## config.mk

```make
export PLATFORM = sky130hd
export DESIGN_NAME = gpio_chg_ctrl
export DESIGN_NICKNAME = d
export VERILOG_FILES = /design/src/rtl/gpio_chg_pkg.sv /design/src/rtl/gpio_chg_sync.sv /design/src/rtl/gpio_chg_capture.sv /design/src/rtl/gpio_chg_regs.sv /design/src/rtl/gpio_chg_ctrl.sv
export SDC_FILE = /design/constraint.sdc
export NUM_CORES = 1
export LEC_CHECK = 0
export BUFFER_PORTS_ARGS = -buffer_cell sky130_fd_sc_hd__buf_4
export CORE_MARGIN = 5
export CORE_UTILIZATION = 27
export DETAILED_ROUTE_END_ITERATION = 10
export PLACE_DENSITY_LB_ADDON = 0.05
export SLEW_MARGIN = 10
export SYNTH_ARGS = -nofsm -noshare
export SYNTH_HDL_FRONTEND = slang
export SYNTH_HIERARCHICAL = 1
export SYNTH_SLANG_ARGS = --single-unit
```

## constraint.sdc

```tcl
create_clock -name clk -period 3.5 [get_ports clk]
set_input_delay 1.05 -clock clk [delete_from_list [all_inputs] [get_ports clk]]
set_output_delay 1.05 -clock clk [all_outputs]
set_load 0.03 [all_outputs]
```

## src/rtl/gpio_chg_pkg.sv

```systemverilog
package gpio_chg_pkg;
  localparam int BUS_W  = 32;
  localparam int OFFS_W = 5;
  localparam int SEL_W  = OFFS_W - 2;

  // word select decoded from the byte offset
  typedef enum logic [SEL_W-1:0] {
    SEL_DIR   = 3'd0,
    SEL_DATA  = 3'd1,
    SEL_IEN   = 3'd2,
    SEL_CHG   = 3'd3,
    SEL_WMASK = 3'd4,
    SEL_KIND  = 3'd5
  } reg_sel_e;
endpackage

```

## src/rtl/gpio_chg_sync.sv

```systemverilog
module gpio_chg_sync #(
  parameter int WIDTH  = 32,
  parameter int STAGES = 2
) (
  input  logic             clk,
  input  logic             rst_n,
  input  logic [WIDTH-1:0] d,
  output logic [WIDTH-1:0] q
);
  localparam int LAST = STAGES - 1;

  logic [STAGES-1:0][WIDTH-1:0] stg_q;

  generate
    if (STAGES > 1) begin : g_chain
      always_ff @(posedge clk or negedge rst_n) begin
        if (!rst_n) stg_q <= '0;
        else        stg_q <= {stg_q[STAGES-2:0], d};
      end
    end else begin : g_single
      always_ff @(posedge clk or negedge rst_n) begin
        if (!rst_n) stg_q <= '0;
        else        stg_q[0] <= d;
      end
    end
  endgenerate

  assign q = stg_q[LAST];
endmodule

```

## src/rtl/gpio_chg_capture.sv

```systemverilog
module gpio_chg_capture #(
  parameter int WIDTH = 32
) (
  input  logic             clk,
  input  logic             rst_n,
  input  logic [WIDTH-1:0] level,
  input  logic [WIDTH-1:0] watch,
  input  logic [WIDTH-1:0] clr,
  output logic [WIDTH-1:0] flags_q,
  output logic [WIDTH-1:0] edge_o
);
  logic [WIDTH-1:0] prev_q;

  always_ff @(posedge clk or negedge rst_n) begin
    if (!rst_n) prev_q <= '0;
    else        prev_q <= level;
  end

  // any difference from last cycle counts, in either direction
  assign edge_o = (level ^ prev_q) & watch;

  // set beats clear on the same bit
  always_ff @(posedge clk or negedge rst_n) begin
    if (!rst_n) flags_q <= '0;
    else        flags_q <= (flags_q & ~clr) | edge_o;
  end
endmodule

```

## src/rtl/gpio_chg_regs.sv

```systemverilog
module gpio_chg_regs
  import gpio_chg_pkg::*;
#(
  parameter int N_LINES = 32
) (
  input  logic               clk,
  input  logic               rst_n,
  input  logic               wr,
  input  logic [OFFS_W-1:0]  addr,
  input  logic [BUS_W-1:0]   wdata,
  input  logic [N_LINES-1:0] sync_lvl,
  input  logic [N_LINES-1:0] chg,
  output logic [N_LINES-1:0] dir_q,
  output logic [N_LINES-1:0] out_q,
  output logic [N_LINES-1:0] ien_q,
  output logic [N_LINES-1:0] wmask_q,
  output logic [N_LINES-1:0] w1c,
  output logic [BUS_W-1:0]   rdata
);
  logic [BUS_W-1:0]   kind_q;
  logic [N_LINES-1:0] wd;
  logic [N_LINES-1:0] level;
  reg_sel_e           sel;

  assign sel = reg_sel_e'(addr[OFFS_W-1:2]);
  assign wd  = wdata[N_LINES-1:0];

  function automatic logic [BUS_W-1:0] widen(input logic [N_LINES-1:0] v);
    logic [BUS_W-1:0] r;
    r = '0;
    r[N_LINES-1:0] = v;
    return r;
  endfunction

  always_ff @(posedge clk or negedge rst_n) begin
    if (!rst_n) begin
      dir_q   <= '0;
      out_q   <= '0;
      ien_q   <= '0;
      wmask_q <= '1;
      kind_q  <= '0;
    end else if (wr) begin
      case (sel)
        SEL_DIR:   dir_q   <= wd;
        SEL_DATA:  out_q   <= (out_q & ~wmask_q) | (wd & wmask_q);
        SEL_IEN:   ien_q   <= wd;
        SEL_WMASK: wmask_q <= wd;
        SEL_KIND:  kind_q  <= wdata;
        default:   ;
      endcase
    end
  end

  assign w1c = (wr && sel == SEL_CHG) ? wd : '0;

  // output lines read their driven value, input lines their pad level
  assign level = (dir_q & out_q) | (~dir_q & sync_lvl);

  always_comb begin
    case (sel)
      SEL_DIR:   rdata = widen(dir_q);
      SEL_DATA:  rdata = widen(level);
      SEL_IEN:   rdata = widen(ien_q);
      SEL_CHG:   rdata = widen(chg);
      SEL_WMASK: rdata = widen(wmask_q);
      SEL_KIND:  rdata = kind_q;
      default:   rdata = '0;
    endcase
  end
endmodule

```

## src/rtl/gpio_chg_ctrl.sv

```systemverilog
module gpio_chg_ctrl
  import gpio_chg_pkg::*;
#(
  parameter int N_LINES     = 32,
  parameter int SYNC_STAGES = 2
) (
  input  logic               clk,
  input  logic               rst_n,
  input  logic               bus_sel,
  input  logic               bus_en,
  input  logic               bus_we,
  input  logic [4:0]         bus_addr,
  input  logic [31:0]        bus_wdata,
  output logic [31:0]        bus_rdata,
  input  logic [N_LINES-1:0] pin_in,
  output logic [N_LINES-1:0] pin_out,
  output logic [N_LINES-1:0] pin_oe,
  output logic               irq
);
  logic               wr;
  logic [N_LINES-1:0] sync_lvl;
  logic [N_LINES-1:0] dir_q, out_q, ien_q, wmask_q, w1c;
  logic [N_LINES-1:0] chg_q, edge_vec;

  assign wr = bus_sel & bus_en & bus_we;

  gpio_chg_sync #(.WIDTH(N_LINES), .STAGES(SYNC_STAGES)) u_sync (
    .clk   (clk),
    .rst_n (rst_n),
    .d     (pin_in),
    .q     (sync_lvl)
  );

  gpio_chg_capture #(.WIDTH(N_LINES)) u_cap (
    .clk     (clk),
    .rst_n   (rst_n),
    .level   (sync_lvl),
    .watch   (~dir_q),
    .clr     (w1c),
    .flags_q (chg_q),
    .edge_o  (edge_vec)
  );

  gpio_chg_regs #(.N_LINES(N_LINES)) u_regs (
    .clk      (clk),
    .rst_n    (rst_n),
    .wr       (wr),
    .addr     (bus_addr),
    .wdata    (bus_wdata),
    .sync_lvl (sync_lvl),
    .chg      (chg_q),
    .dir_q    (dir_q),
    .out_q    (out_q),
    .ien_q    (ien_q),
    .wmask_q  (wmask_q),
    .w1c      (w1c),
    .rdata    (bus_rdata)
  );

  assign pin_out = out_q;
  assign pin_oe  = dir_q;
  assign irq     = |(chg_q & ien_q);
endmodule

```

[Word level (Yosys, flattened, before mapping)]
Index checks and enable logic that the tools add are counted.
Operators by class
  equality and inequality tests: 5
  multiplexer cells: 2
  bitwise gates (word level): 16
  reduce and logical (&&, ||, !) cells: 8
Operators with widths (count)
  $and 32x32->32: 7
  $pmux 32 s6: 1
  $not 32->32: 3
  $or 32x32->32: 3
  $mux 32: 1
  $reduce_or 32->1: 1
  $xor 32x32->32: 1
  $reduce_and 2->1: 5
  $eq 3x2->1 const B: 2
  $eq 3x3->1 const B: 2
  $eq 3x1->1 const B: 1
  $logic_not 3->1: 1
  $and 1x1->1: 2
  $logic_and 1x1->1: 1
Storage, ports and cells
  flip-flop bits (word level): 288
  input port bits: 74
  word-level logic and storage cells: 40

[Depth between registers and ports, before layout]
  depth after elaboration: 7
  gate-level depth with buffers: 7
  mapped depth without buffers: 5

[Hierarchy]
Netlist, hierarchy kept.
By module, submodules not included
  gpio_chg_regs: times used 1, cells each 644, area an instance 8286.7 um^2, sequential area each 4043.9 um^2
  gpio_chg_capture: times used 1, cells each 192, area an instance 2483.6 um^2, sequential area each 1601.5 um^2
  gpio_chg_sync: times used 1, cells each 96, area an instance 1841.8 um^2, sequential area each 1601.5 um^2
  gpio_chg_ctrl: times used 1, cells each 54, area an instance 284.0 um^2, sequential area each 0.0 um^2

[Least setup slack after synthesis]
No wires, ideal clock.
  path kind: input to output
  start point: input bus_addr[2]
  end point: output bus_rdata[10]
  arrival time: 2.444 ns
  data required time: 2.450 ns
  slack: 0.006 ns
  cell stages on the path: 5
  path through: buf_2 -> buf_2 -> nor2_1 -> a22oi_1 -> o21ai_0
On the way
  cells in the longest elaborated chain, start to end: 2
  elaborated cells on any way between the ends: 7
Ends and longest elaborated chain
  start, declared: line gpio_chg_ctrl.sv:12  | input logic [4:0] bus_addr,
  $eq 3x3->1 (tied with other cells): line gpio_chg_regs.sv:60  | case (sel)
  $pmux 32 s6 (*): line gpio_chg_regs.sv:60
  end, declared: line gpio_chg_ctrl.sv:14  | output logic [31:0] bus_rdata,
Every way passes the cells marked *; elsewhere a longest branch is shown, timed or not.

[Final worst setup path]
  start point: input bus_addr[4]
  end point: output bus_rdata[20]
The elaborated chain is that of the path after synthesis.

==> run_results.csv <==
group,metric,value,unit
outcome,status,"finished clean",
placed_design,gp_congestion,0.718,
drt,vias_per_cell,4.64,
global_routing,grt_pass1_wl,58.4,mm
floorplanning,rows,79,
logic_synthesis,syn_avg_cell_area,13.3,µm²
global_routing,grt_util_met1,21.9,%
floorplanning,die_h,227,µm
timing,fmax,293,MHz
placed_design,place_hpwl,26.5,mm
global_routing,met3_usage,2.63,%
global_routing,met2_usage,23.5,%
placed_design,io_buffers,168,
timing,post-route-period-util,97.6,%
worst_setup_path,worstSetupPathType,"input pin to output port",
power_and_ir_drop,irDropWorstVdd,0.344,mV
timing,rsz0062_at_grt,"no",
power_and_ir_drop,p_total,9.85,mW
logic_synthesis,synth_nets,1028,
cells_and_area,regArea,7250,µm²
cells_and_area,antennaDiodeCount,0,
clock_network,cts_made_buffers,37,
logic_synthesis,syn_inst,954,
timing,setup_viol,0,
timing,timing.final.ws_setup,0.0855,ns
worst_setup_path,ff2ff_path_depth,2,
cells_and_area,layout-drive-gt1-share,42.9,%
clock_network,cts_tree,"built",
drt,wl_per_cell,22.2,µm
timing,fin_hold_ws,0.345,ns
cells_and_area,syn2layout_area_growth,26.5,%
clock_network,clock_latency,0.54,ns
drt,ant_nets,0,
global_routing,grt_max_degree,68,
clock_network,clock-root-buffer,"clkbuf_16",
timing,fin_worst_skew,0.00825,ns
worst_setup_path,arrival,2.36,ns
floorplanning,core-area,46600,µm²
floorplanning,start_util,27.3,%
worst_setup_path,crit_path_end,"bus_rdata[20]",
worst_setup_path,r2r_slack,2.46,ns
cells_and_area,multi_input_area,4630,µm²
clock_network,path_clk_slew,0.05,ns
cells_and_area,fill_cells,4639,
placed_design,dp_cells,1697,
drt,vias,8187,
cells_and_area,nets,1204,
timing,slew_violations,0,
global_routing,antenna_found_initial,3,
global_routing,grt_overflow_total,0,
placed_design,place_ws,-0.00771,ns
worst_setup_path,cp_max_fo,19,
logic_synthesis,ys_warn_count,6,
cells_and_area,instances_no_fill,1765,
timing,finalSetupTns,0,ns
worst_setup_path,endpoint_kind,"output port",
power_and_ir_drop,p_leak,7.03,nW
global_routing,grt_pass1_vias,8640,
logic_synthesis,syn_area,12700,µm²
drt,first_pass_iters,7,
drt,finalWirelength,39.1,mm
power_and_ir_drop,powerDensity,613,nW/µm²
floorplanning,die_width,227,µm
timing,slew_headroom,58.8,%
floorplanning,dieArea,51500,µm²
clock_network,clock_path_buffers,3,
worst_setup_path,worstSetupStartpoint,"bus_addr[4]",
worst_setup_path,worstPathRequired,2.45,ns
worst_hold_path,hp-class,"flip-flop to flip-flop",
timing,tightest_slew,0.619,ns
drt,first_iter_violations,441,
flow_run,maxCapViolCount,0,
floorplanning,io_pins,171,
worst_setup_path,r2r-start,"u_regs/wmask_q[22]$_DFFE_PN1P_",
global_routing,busiest_layer,"met2",
clock_network,cts.sinks,288,
timing,min_period,3.41,ns
clock_network,htree_levels,2,
global_routing,gr-usage-all-layers,15.2,%
drt,drc_errors,0,
worst_setup_path,worstSetupStartpointType,"input pin",
timing,hold_viol,0,
cell usage in the layout (no fill, tap or decap), drive strengths merged, types with 4 or more instances in the layout:
cell type and n:
and2 32, dfrtp 256, o21a 12, inv 76, nor2b 4, mux2 184, a222oi 12, a311o 10
nand3b 12, buf 219, bufinv 4, a21oi 20, nand3 4, nand4 4, xor2 32, a22oi 51
nand2 22, o211ai 10, o21ai 18, clkbuf 59, mux2i 14, a22o 32, a31o 10, dfstp 32
layout make-up:
class                      instances  share of cell area [%]
tap                              607                    4.73
clock inverter                     8                   0.896
multi-input combinational        509                    28.8
inverter                          75                    1.75
timing repair buffer             219                    11.4
sequential                       288                    45.1
clock buffer                      59                    7.23
critical path, stage by stage:
cell      delay [ns]
buf_4           0.12
buf_4           0.14
buf_4           0.26
nand2b_1        0.19
o32ai_1         0.10
a221o_1         0.32
buf_4           0.18
repair_timing:
action / in CTS / in global routing
endpoints found under the setup margin: 3 / 6
setup buffers: 0 / 2
gates resized for setup: 6 / 13
pin swaps: 0 / 3
hold buffers: 0 / 0
layer usage:
layer,vias up,wire (µm)
met5,-,21
met4,4,852
met3,53,1640
met2,172,17900
met1,4223,18700
li1,3735,-
through the flow:
| step | utilization, % | cell area (µm²) |
|---|---|---|
| after global placement | 31.5 | 14700 |
| after CTS | 34.4 | 16000 |
| after floorplan | - | 12700 |
| after detailed placement | 31.5 | 14700 |
| after global routing | 34.5 | 16100 |
| final | 34.5 | 16100 |
report_power, final:
part	internal [mW]	switching [mW]	leakage, nW
Clock	2.56	1.49	0.643
Combinational	0.789	0.865	3.03
Sequential	3.77	0.361	3.36
Total	7.13	2.72	7.03
worst min path at each step:
stage / startpoint / to / cells after the start
final: u_sync/stg_q[14]$_DFF_PN0_ / u_sync/q[14]$_DFF_PN0_ / 0
after global routing: u_sync/stg_q[26]$_DFF_PN0_ / u_sync/q[26]$_DFF_PN0_ / 0
after CTS: u_sync/stg_q[30]$_DFF_PN0_ / u_sync/q[30]$_DFF_PN0_ / 0
after detailed placement: u_sync/stg_q[18]$_DFF_PN0_ / u_sync/q[18]$_DFF_PN0_ / 0
after global placement: u_sync/stg_q[12]$_DFF_PN0_ / u_sync/q[12]$_DFF_PN0_ / 0
after floorplan: u_sync/stg_q[0]$_DFF_PN0_ / u_sync/q[0]$_DFF_PN0_ / 0
Note: power is estimated with default switching activity, not from simulation.
